<file path="src/rtl/lrt_pkg.sv">
package lrt_pkg;

   localparam int DATA_W     = 32;
   localparam int FLAG_BIT   = 31;
   localparam int RELOAD_BIT = 30;
   localparam int IEN_BIT    = 29;
   localparam int TEN_BIT    = 28;
   localparam int MAX_VAL_W  = 28;

   localparam logic [7:0] ROUTE_OFS = 8'h24;
   localparam logic [7:0] CTRL_OFS  = 8'h34;
   localparam logic [7:0] ACK_OFS   = 8'h38;

   typedef enum logic [1:0] {
      SEL_NONE  = 2'd0,
      SEL_ROUTE = 2'd1,
      SEL_CTRL  = 2'd2,
      SEL_ACK   = 2'd3
   } reg_sel_e;

endpackage

</file>
<file path="src/rtl/lrt_regs.sv">
module lrt_regs
   import lrt_pkg::*;
#(
   parameter int ADDR_W  = 8,
   parameter int ROUTE_W = 3,
   parameter int VAL_W   = 28
) (
   input  logic                 clk,
   input  logic                 rst_n,
   input  logic                 bus_wr,
   input  logic [ADDR_W-1:0]    bus_addr,
   input  logic [DATA_W-1:0]    bus_wdata,
   input  logic                 expire,
   output logic [DATA_W-1:0]    bus_rdata,
   output logic [DATA_W-1:0]    ctrl_q,
   output logic [ROUTE_W-1:0]   route_q,
   output logic                 cnt_load,
   output logic [VAL_W-1:0]     load_val
);

   localparam logic [DATA_W-1:0] VAL_MASK  = DATA_W'((64'd1 << VAL_W) - 64'd1);
   localparam logic [DATA_W-1:0] CTRL_MASK = 32'hF000_0000 | VAL_MASK;

   reg_sel_e sel;
   logic     ctrl_wr;
   logic     ack_wr;
   logic     route_wr;
   logic     restart;

   always_comb begin
      if (bus_addr == ADDR_W'(CTRL_OFS))       sel = SEL_CTRL;
      else if (bus_addr == ADDR_W'(ACK_OFS))   sel = SEL_ACK;
      else if (bus_addr == ADDR_W'(ROUTE_OFS)) sel = SEL_ROUTE;
      else                                     sel = SEL_NONE;
   end

   assign ctrl_wr  = bus_wr && (sel == SEL_CTRL);
   assign ack_wr   = bus_wr && (sel == SEL_ACK);
   assign route_wr = bus_wr && (sel == SEL_ROUTE);
   assign restart  = ack_wr && bus_wdata[RELOAD_BIT] && ctrl_q[TEN_BIT];

   assign cnt_load = ctrl_wr || restart;
   assign load_val = ctrl_wr ? bus_wdata[VAL_W-1:0] : ctrl_q[VAL_W-1:0];

   always_ff @(posedge clk or negedge rst_n) begin
      if (!rst_n) begin
         ctrl_q <= '0;
      end else if (ctrl_wr) begin
         ctrl_q <= bus_wdata & CTRL_MASK;
      end else if (expire) begin
         ctrl_q[FLAG_BIT] <= 1'b1;
      end else if (ack_wr && bus_wdata[FLAG_BIT]) begin
         ctrl_q[FLAG_BIT] <= 1'b0;
      end
   end

   always_ff @(posedge clk or negedge rst_n) begin
      if (!rst_n)        route_q <= '0;
      else if (route_wr) route_q <= bus_wdata[ROUTE_W-1:0];
   end

   always_comb begin
      unique case (sel)
         SEL_CTRL:  bus_rdata = ctrl_q;
         SEL_ROUTE: bus_rdata = DATA_W'(route_q);
         default:   bus_rdata = '0;
      endcase
   end

endmodule

</file>
<file path="src/rtl/lrt_counter.sv">
module lrt_counter #(
   parameter int VAL_W = 28
) (
   input  logic             clk,
   input  logic             rst_n,
   input  logic             tick_en,
   input  logic             run,
   input  logic             load,
   input  logic [VAL_W-1:0] load_val,
   output logic             expire
);

   logic [VAL_W-1:0] cnt_q;
   logic             at_last;
   logic             step;

   assign at_last = (cnt_q == VAL_W'(1));
   assign step    = run && tick_en && !load;
   assign expire  = step && at_last;

   always_ff @(posedge clk or negedge rst_n) begin
      if (!rst_n)       cnt_q <= '0;
      else if (load)    cnt_q <= load_val;
      else if (expire)  cnt_q <= load_val;
      else if (step)    cnt_q <= cnt_q - VAL_W'(1);
   end

endmodule

</file>
<file path="src/rtl/lrt_router.sv">
module lrt_router #(
   parameter int NUM_CORES = 4,
   parameter int CORE_W    = 2,
   parameter bit OUT_REG   = 1'b0
) (
   input  logic                 clk,
   input  logic                 rst_n,
   input  logic                 active,
   input  logic [CORE_W:0]      route,
   output logic [NUM_CORES-1:0] irq_req,
   output logic [NUM_CORES-1:0] fiq_req
);

   logic [NUM_CORES-1:0] irq_nxt;
   logic [NUM_CORES-1:0] fiq_nxt;
   logic                 use_fiq;

   assign use_fiq = route[CORE_W];

   for (genvar c = 0; c < NUM_CORES; c++) begin : g_core
      logic hit;
      assign hit        = active && (route[CORE_W-1:0] == CORE_W'(c));
      assign irq_nxt[c] = hit && !use_fiq;
      assign fiq_nxt[c] = hit && use_fiq;
   end

   if (OUT_REG) begin : g_flop
      always_ff @(posedge clk or negedge rst_n) begin
         if (!rst_n) begin
            irq_req <= '0;
            fiq_req <= '0;
         end else begin
            irq_req <= irq_nxt;
            fiq_req <= fiq_nxt;
         end
      end
   end else begin : g_comb
      assign irq_req = irq_nxt;
      assign fiq_req = fiq_nxt;
   end

endmodule

</file>
<file path="src/rtl/lrt_timer.sv">
module lrt_timer
   import lrt_pkg::*;
#(
   parameter int NUM_CORES = 4,
   parameter int VAL_W     = 28,
   parameter int ADDR_W    = 8,
   parameter bit OUT_REG   = 1'b0
) (
   input  logic                 clk,
   input  logic                 rst_n,
   input  logic                 tick_en,
   input  logic                 bus_wr,
   input  logic [ADDR_W-1:0]    bus_addr,
   input  logic [31:0]          bus_wdata,
   output logic [31:0]          bus_rdata,
   output logic [NUM_CORES-1:0] irq_req,
   output logic [NUM_CORES-1:0] fiq_req
);

   localparam int CORE_W  = (NUM_CORES > 1) ? $clog2(NUM_CORES) : 1;
   localparam int ROUTE_W = CORE_W + 1;

   if (NUM_CORES < 2 || (1 << CORE_W) != NUM_CORES) begin : g_bad_cores
      $error("lrt_timer: NUM_CORES must be a power of two, at least 2");
   end
   if (VAL_W < 2 || VAL_W > MAX_VAL_W) begin : g_bad_val
      $error("lrt_timer: VAL_W must lie in 2..28");
   end
   if (ADDR_W < 8) begin : g_bad_addr
      $error("lrt_timer: ADDR_W must be at least 8");
   end
   if (ROUTE_W > TEN_BIT) begin : g_bad_route
      $error("lrt_timer: route field too wide");
   end

   logic [31:0]        ctrl_q;
   logic [ROUTE_W-1:0] route_q;
   logic               cnt_load;
   logic [VAL_W-1:0]   load_val;
   logic               expire;
   logic               run;
   logic               active;

   assign run    = ctrl_q[TEN_BIT] && (ctrl_q[VAL_W-1:0] != '0);
   assign active = ctrl_q[IEN_BIT] && ctrl_q[FLAG_BIT];

   lrt_regs #(
      .ADDR_W  (ADDR_W),
      .ROUTE_W (ROUTE_W),
      .VAL_W   (VAL_W)
   ) u_regs (
      .clk       (clk),
      .rst_n     (rst_n),
      .bus_wr    (bus_wr),
      .bus_addr  (bus_addr),
      .bus_wdata (bus_wdata),
      .expire    (expire),
      .bus_rdata (bus_rdata),
      .ctrl_q    (ctrl_q),
      .route_q   (route_q),
      .cnt_load  (cnt_load),
      .load_val  (load_val)
   );

   lrt_counter #(
      .VAL_W (VAL_W)
   ) u_cnt (
      .clk      (clk),
      .rst_n    (rst_n),
      .tick_en  (tick_en),
      .run      (run),
      .load     (cnt_load),
      .load_val (load_val),
      .expire   (expire)
   );

   lrt_router #(
      .NUM_CORES (NUM_CORES),
      .CORE_W    (CORE_W),
      .OUT_REG   (OUT_REG)
   ) u_route (
      .clk     (clk),
      .rst_n   (rst_n),
      .active  (active),
      .route   (route_q),
      .irq_req (irq_req),
      .fiq_req (fiq_req)
   );

endmodule

</file>
<file path="config.mk">
export PLATFORM = sky130hd
export DESIGN_NAME = lrt_timer
export DESIGN_NICKNAME = d
export VERILOG_FILES = /design/src/rtl/lrt_pkg.sv /design/src/rtl/lrt_regs.sv /design/src/rtl/lrt_counter.sv /design/src/rtl/lrt_router.sv /design/src/rtl/lrt_timer.sv
export SDC_FILE = /design/constraint.sdc
export NUM_CORES = 1
export LEC_CHECK = 0
export ABC_AREA = 1
export CORE_MARGIN = 3
export CORE_UTILIZATION = 57
export DETAILED_ROUTE_END_ITERATION = 7
export PLACE_DENSITY = 0.87
export SYNTH_ARGS = -nofsm -noshare
export SYNTH_HDL_FRONTEND = slang
export SYNTH_SLANG_ARGS = --single-unit
export TNS_END_PERCENT = 5
</file>
<file path="constraint.sdc">
create_clock -name clk -period 3.5 [get_ports clk]
set_input_delay 0.7 -clock clk [delete_from_list [all_inputs] [get_ports clk]]
set_output_delay 0.7 -clock clk [all_outputs]
set_load 0.005 [all_outputs]
</file>
==> results.json <==
{
  "grt_overflow": 0,
  "slew_violations": 0,
  "power_switching_share": 0.426,
  "io_pins": 84,
  "synth_warnings": 0,
  "cp-end-kind": "primary output",
  "setup_viol": 0,
  "areaGrowthSynthToFinish_pct": 27.1,
  "finClkSkew_ns": 0.0123,
  "drt_iter0_markers": 357,
  "synth.top_cell.area_share": 0.365,
  "gr-max-usage-layer": "met2",
  "diodes": 0,
  "yosys.area.top_type": "dfrtp_1",
  "routedWlPerCell_um": 13.9,
  "dr.pass1.iters": 6,
  "clockBufferDepth": 2,
  "yosysSeqAreaShare": 0.365,
  "routabilityCongestion": 0.931,
  "fin_nets": 794,
  "grt_pass1_wl_um": 19800,
  "cp.required_ns": 2.80,
  "final_area_mm2": 0.00549,
  "total_leakage_power_nw": 3.21,
  "fin_crit_sh": 0.999,
  "crit_end": "bus_rdata[1]",
  "cts_tree": "yes",
  "fin_crit_ns": 3.49,
  "die_w_um": 93.0,
  "critPathLaunchType": "primary input",
  "wirelength_um": 11800,
  "placed_cell_area_mm2": 0.00523,
  "rsz0062_at_grt": "true",
  "path_max_fanout": 8,
  "r2r_slack_ns": 1.54,
  "grt_pass1_vias": 4117,
  "avgViaCountPerCell": 5.12,
  "h-tree-depth": 3,
  "vias": 4351,
  "avgSynthCellArea_um2": 6.50,
  "hold_viol_final": 0,
  "die_y_um": 93.0,
  "detail-route-antenna-nets": 0,
  "hpwl_um": 8740,
  "utilization": 0.752,
  "synth_seq_cells": 63,
  "fin_ws_ns": 0.00501,
  "p_clk_frac": 0.210,
  "clock_sinks": 63,
  "fmax_ghz": 0.286,
  "powerDensity_mw_per_mm2": 558,
  "portBuffers": 83,
  "max_cap_viol_count": 0,
  "cts_hold_buffers": 0,
  "syn_nets": 713,
  "outcome": "finished, final reports clean",
  "reg2regPathDepth": 9,
  "dp_slack_ns": -0.0584,
  "tns_ns": 0,
  "drc_errors": 0,
  "syn_area_mm2": 0.00432,
  "criticalPathCategory": "primary input to primary output",
  "grt_max_degree": 39,
  "final_cells": 849,
  "final_cell_mix": "nand2_1 (237), inv_1 (115), clkdlybuf4s50_1 (66)",
  "worstMarginPinSlew_ns": 0.500,
  "r2r-end": "u_cnt.cnt_q[14]$_DFFE_PN0P_",
  "numCtsBuffers": 9,
  "r2r_start": "u_cnt.cnt_q[0]$_DFFE_PN0P_",
  "yosys-top-cells-area": "dfrtp_1 (37%), nand2_1 (21%), inv_1 (10%)",
  "relSlewSlack": 0.666,
  "hold_class": "primary input to asynchronous set/reset pin",
  "grt_usage": 0.281,
  "seqPwrFrac": 0.350,
  "drive_gt1_frac": 0.0760,
  "met3_usage": 0.0467,
  "antenna_found_initial": 0,
  "placementRows": 31,
  "dieArea_mm2": 0.00865,
  "initial_utilization": 0.592,
  "cts_setup_buffers": 0,
  "crit_start": "bus_addr[6]",
  "grt_use_met1": 0.408,
  "switchingPower_mw": 1.30,
  "peakVddDrop_mv": 0.399,
  "clk_pin_slew_worst_paths_ns": 0.08,
  "syn_inst": 664,
  "synth.distinct_cells": 26,
  "core_area_mm2": 0.00729,
  "cp.arrival_ns": 2.79,
  "clk_latency_ns": 0.34,
  "dp_cells": 833,
  "p_int_mw": 1.76,
  "layout_commonest_cell": "nand2_1",
  "use_met2": 0.443,
  "cts_root_buf": "clkbuf_8",
  "pwr-share-comb": 0.440
}
[critical path: stages]
cell	delay, ns
clkdlybuf4s50_1	0.42
nor2_2	0.15
nand3_2	0.09
inv_2	0.07
nand4_1	0.07
inv_1	0.08
a21oi_1	0.06
inv_1	0.12
ha_4	0.16
buf_4	0.15
nand2_1	0.07
a21oi_1	0.14
clkdlybuf4s50_1	0.52
[power by group through the flow]
stage          Sequential, mW  Combinational, mW  Clock (mW)
4_1_cts                  1.07               1.33       0.647
3_5_place_dp             1.08               1.32           0
3_3_place_gp             1.08               1.28           0
2_1_floorplan            1.03               1.04           0
5_1_grt                  1.09               1.55       0.675
6_report                 1.07               1.35       0.644
[timing repair]
action	4_1_cts	5_1_grt
endpoints found under the setup margin	5	32
pin swaps	0	1
gates resized for setup	3	18
[worst min-delay path by stage]
stage,start,endpoint,depth (start not counted)
after global routing,rst_n,u_regs.ctrl_q[18]$_DFFE_PN0N_,1
after global placement,u_regs.ctrl_q[30]$_DFFE_PN0N_,u_regs.ctrl_q[30]$_DFFE_PN0N_,2
after detailed placement,u_regs.ctrl_q[30]$_DFFE_PN0N_,u_regs.ctrl_q[30]$_DFFE_PN0N_,2
final,rst_n,u_regs.ctrl_q[18]$_DFFE_PN0N_,1
after floorplan,rst_n,u_cnt.cnt_q[0]$_DFFE_PN0P_,0
after CTS,rst_n,u_regs.ctrl_q[18]$_DFFE_PN0N_,1
[synth_stat cells]
library cell and number:
nand3_1 48, a21oi_1 7, nand3_4 1, clkbuf_1 11
inv_2 2, buf_4 2, o21ai_0 28, inv_1 116
dfrtp_1 63, xnor2_1 11, nor2_2 6, nand2_4 2
nor4_1 6, nand3_2 10, nand2_2 2, xor2_1 4
o21bai_1 3, buf_2 7, nor3_1 2, nand4_1 9
nand3b_1 10, nor2_4 3, ha_1 5, nor2_1 66
buf_6 3, nand2_1 237
[stage by stage]
stage	hold slack (ns)	total power, mW
floorplan	0.404	2.07
global placement	0.466	2.36
detailed placement	0.467	2.40
CTS	0.131	3.05
global route	0.125	3.32
finish	0.133	3.06
[kinds of logic (layout without fill, tap and decap cells)]
family                   after synthesis  count (layout)  share of synthesized area
XOR/XNOR                              15              15                     0.0304
AND/OR/NAND/NOR                      402             402                      0.412
AO/OA/AOI/OAI                         38              38                     0.0458
buffers and inverters                141             227                      0.132
adder cells (fa/ha/maj)                5               5                     0.0145
flip-flops                            63              63                      0.365
[area by class of cell]
class | count | area (um^2)
Sequential cell | 63 | 1580
Inverter | 118 | 443
Fill cell | 559 | 1810
Tap cell | 99 | 124
Multi-Input combinational cell | 460 | 2190
Clock buffer | 10 | 138
Timing Repair Buffer | 93 | 953
Clock inverter | 6 | 60.1
[flip-flops by register name, indices dropped and copies added, names as in the netlist]
register and count:
u_cnt.cnt_q 28, u_regs.route_q 3, u_regs.ctrl_q 32
[per-layer routing]
layer / share of wire / vias to the layer above
li1: - / 2173
met1: 0.45 / 1994
met2: 0.46 / 166
met3: 0.077 / 18
met4: 0.013 / 0
met5: 0 / -
Note: power is estimated with default switching activity, not from simulation.
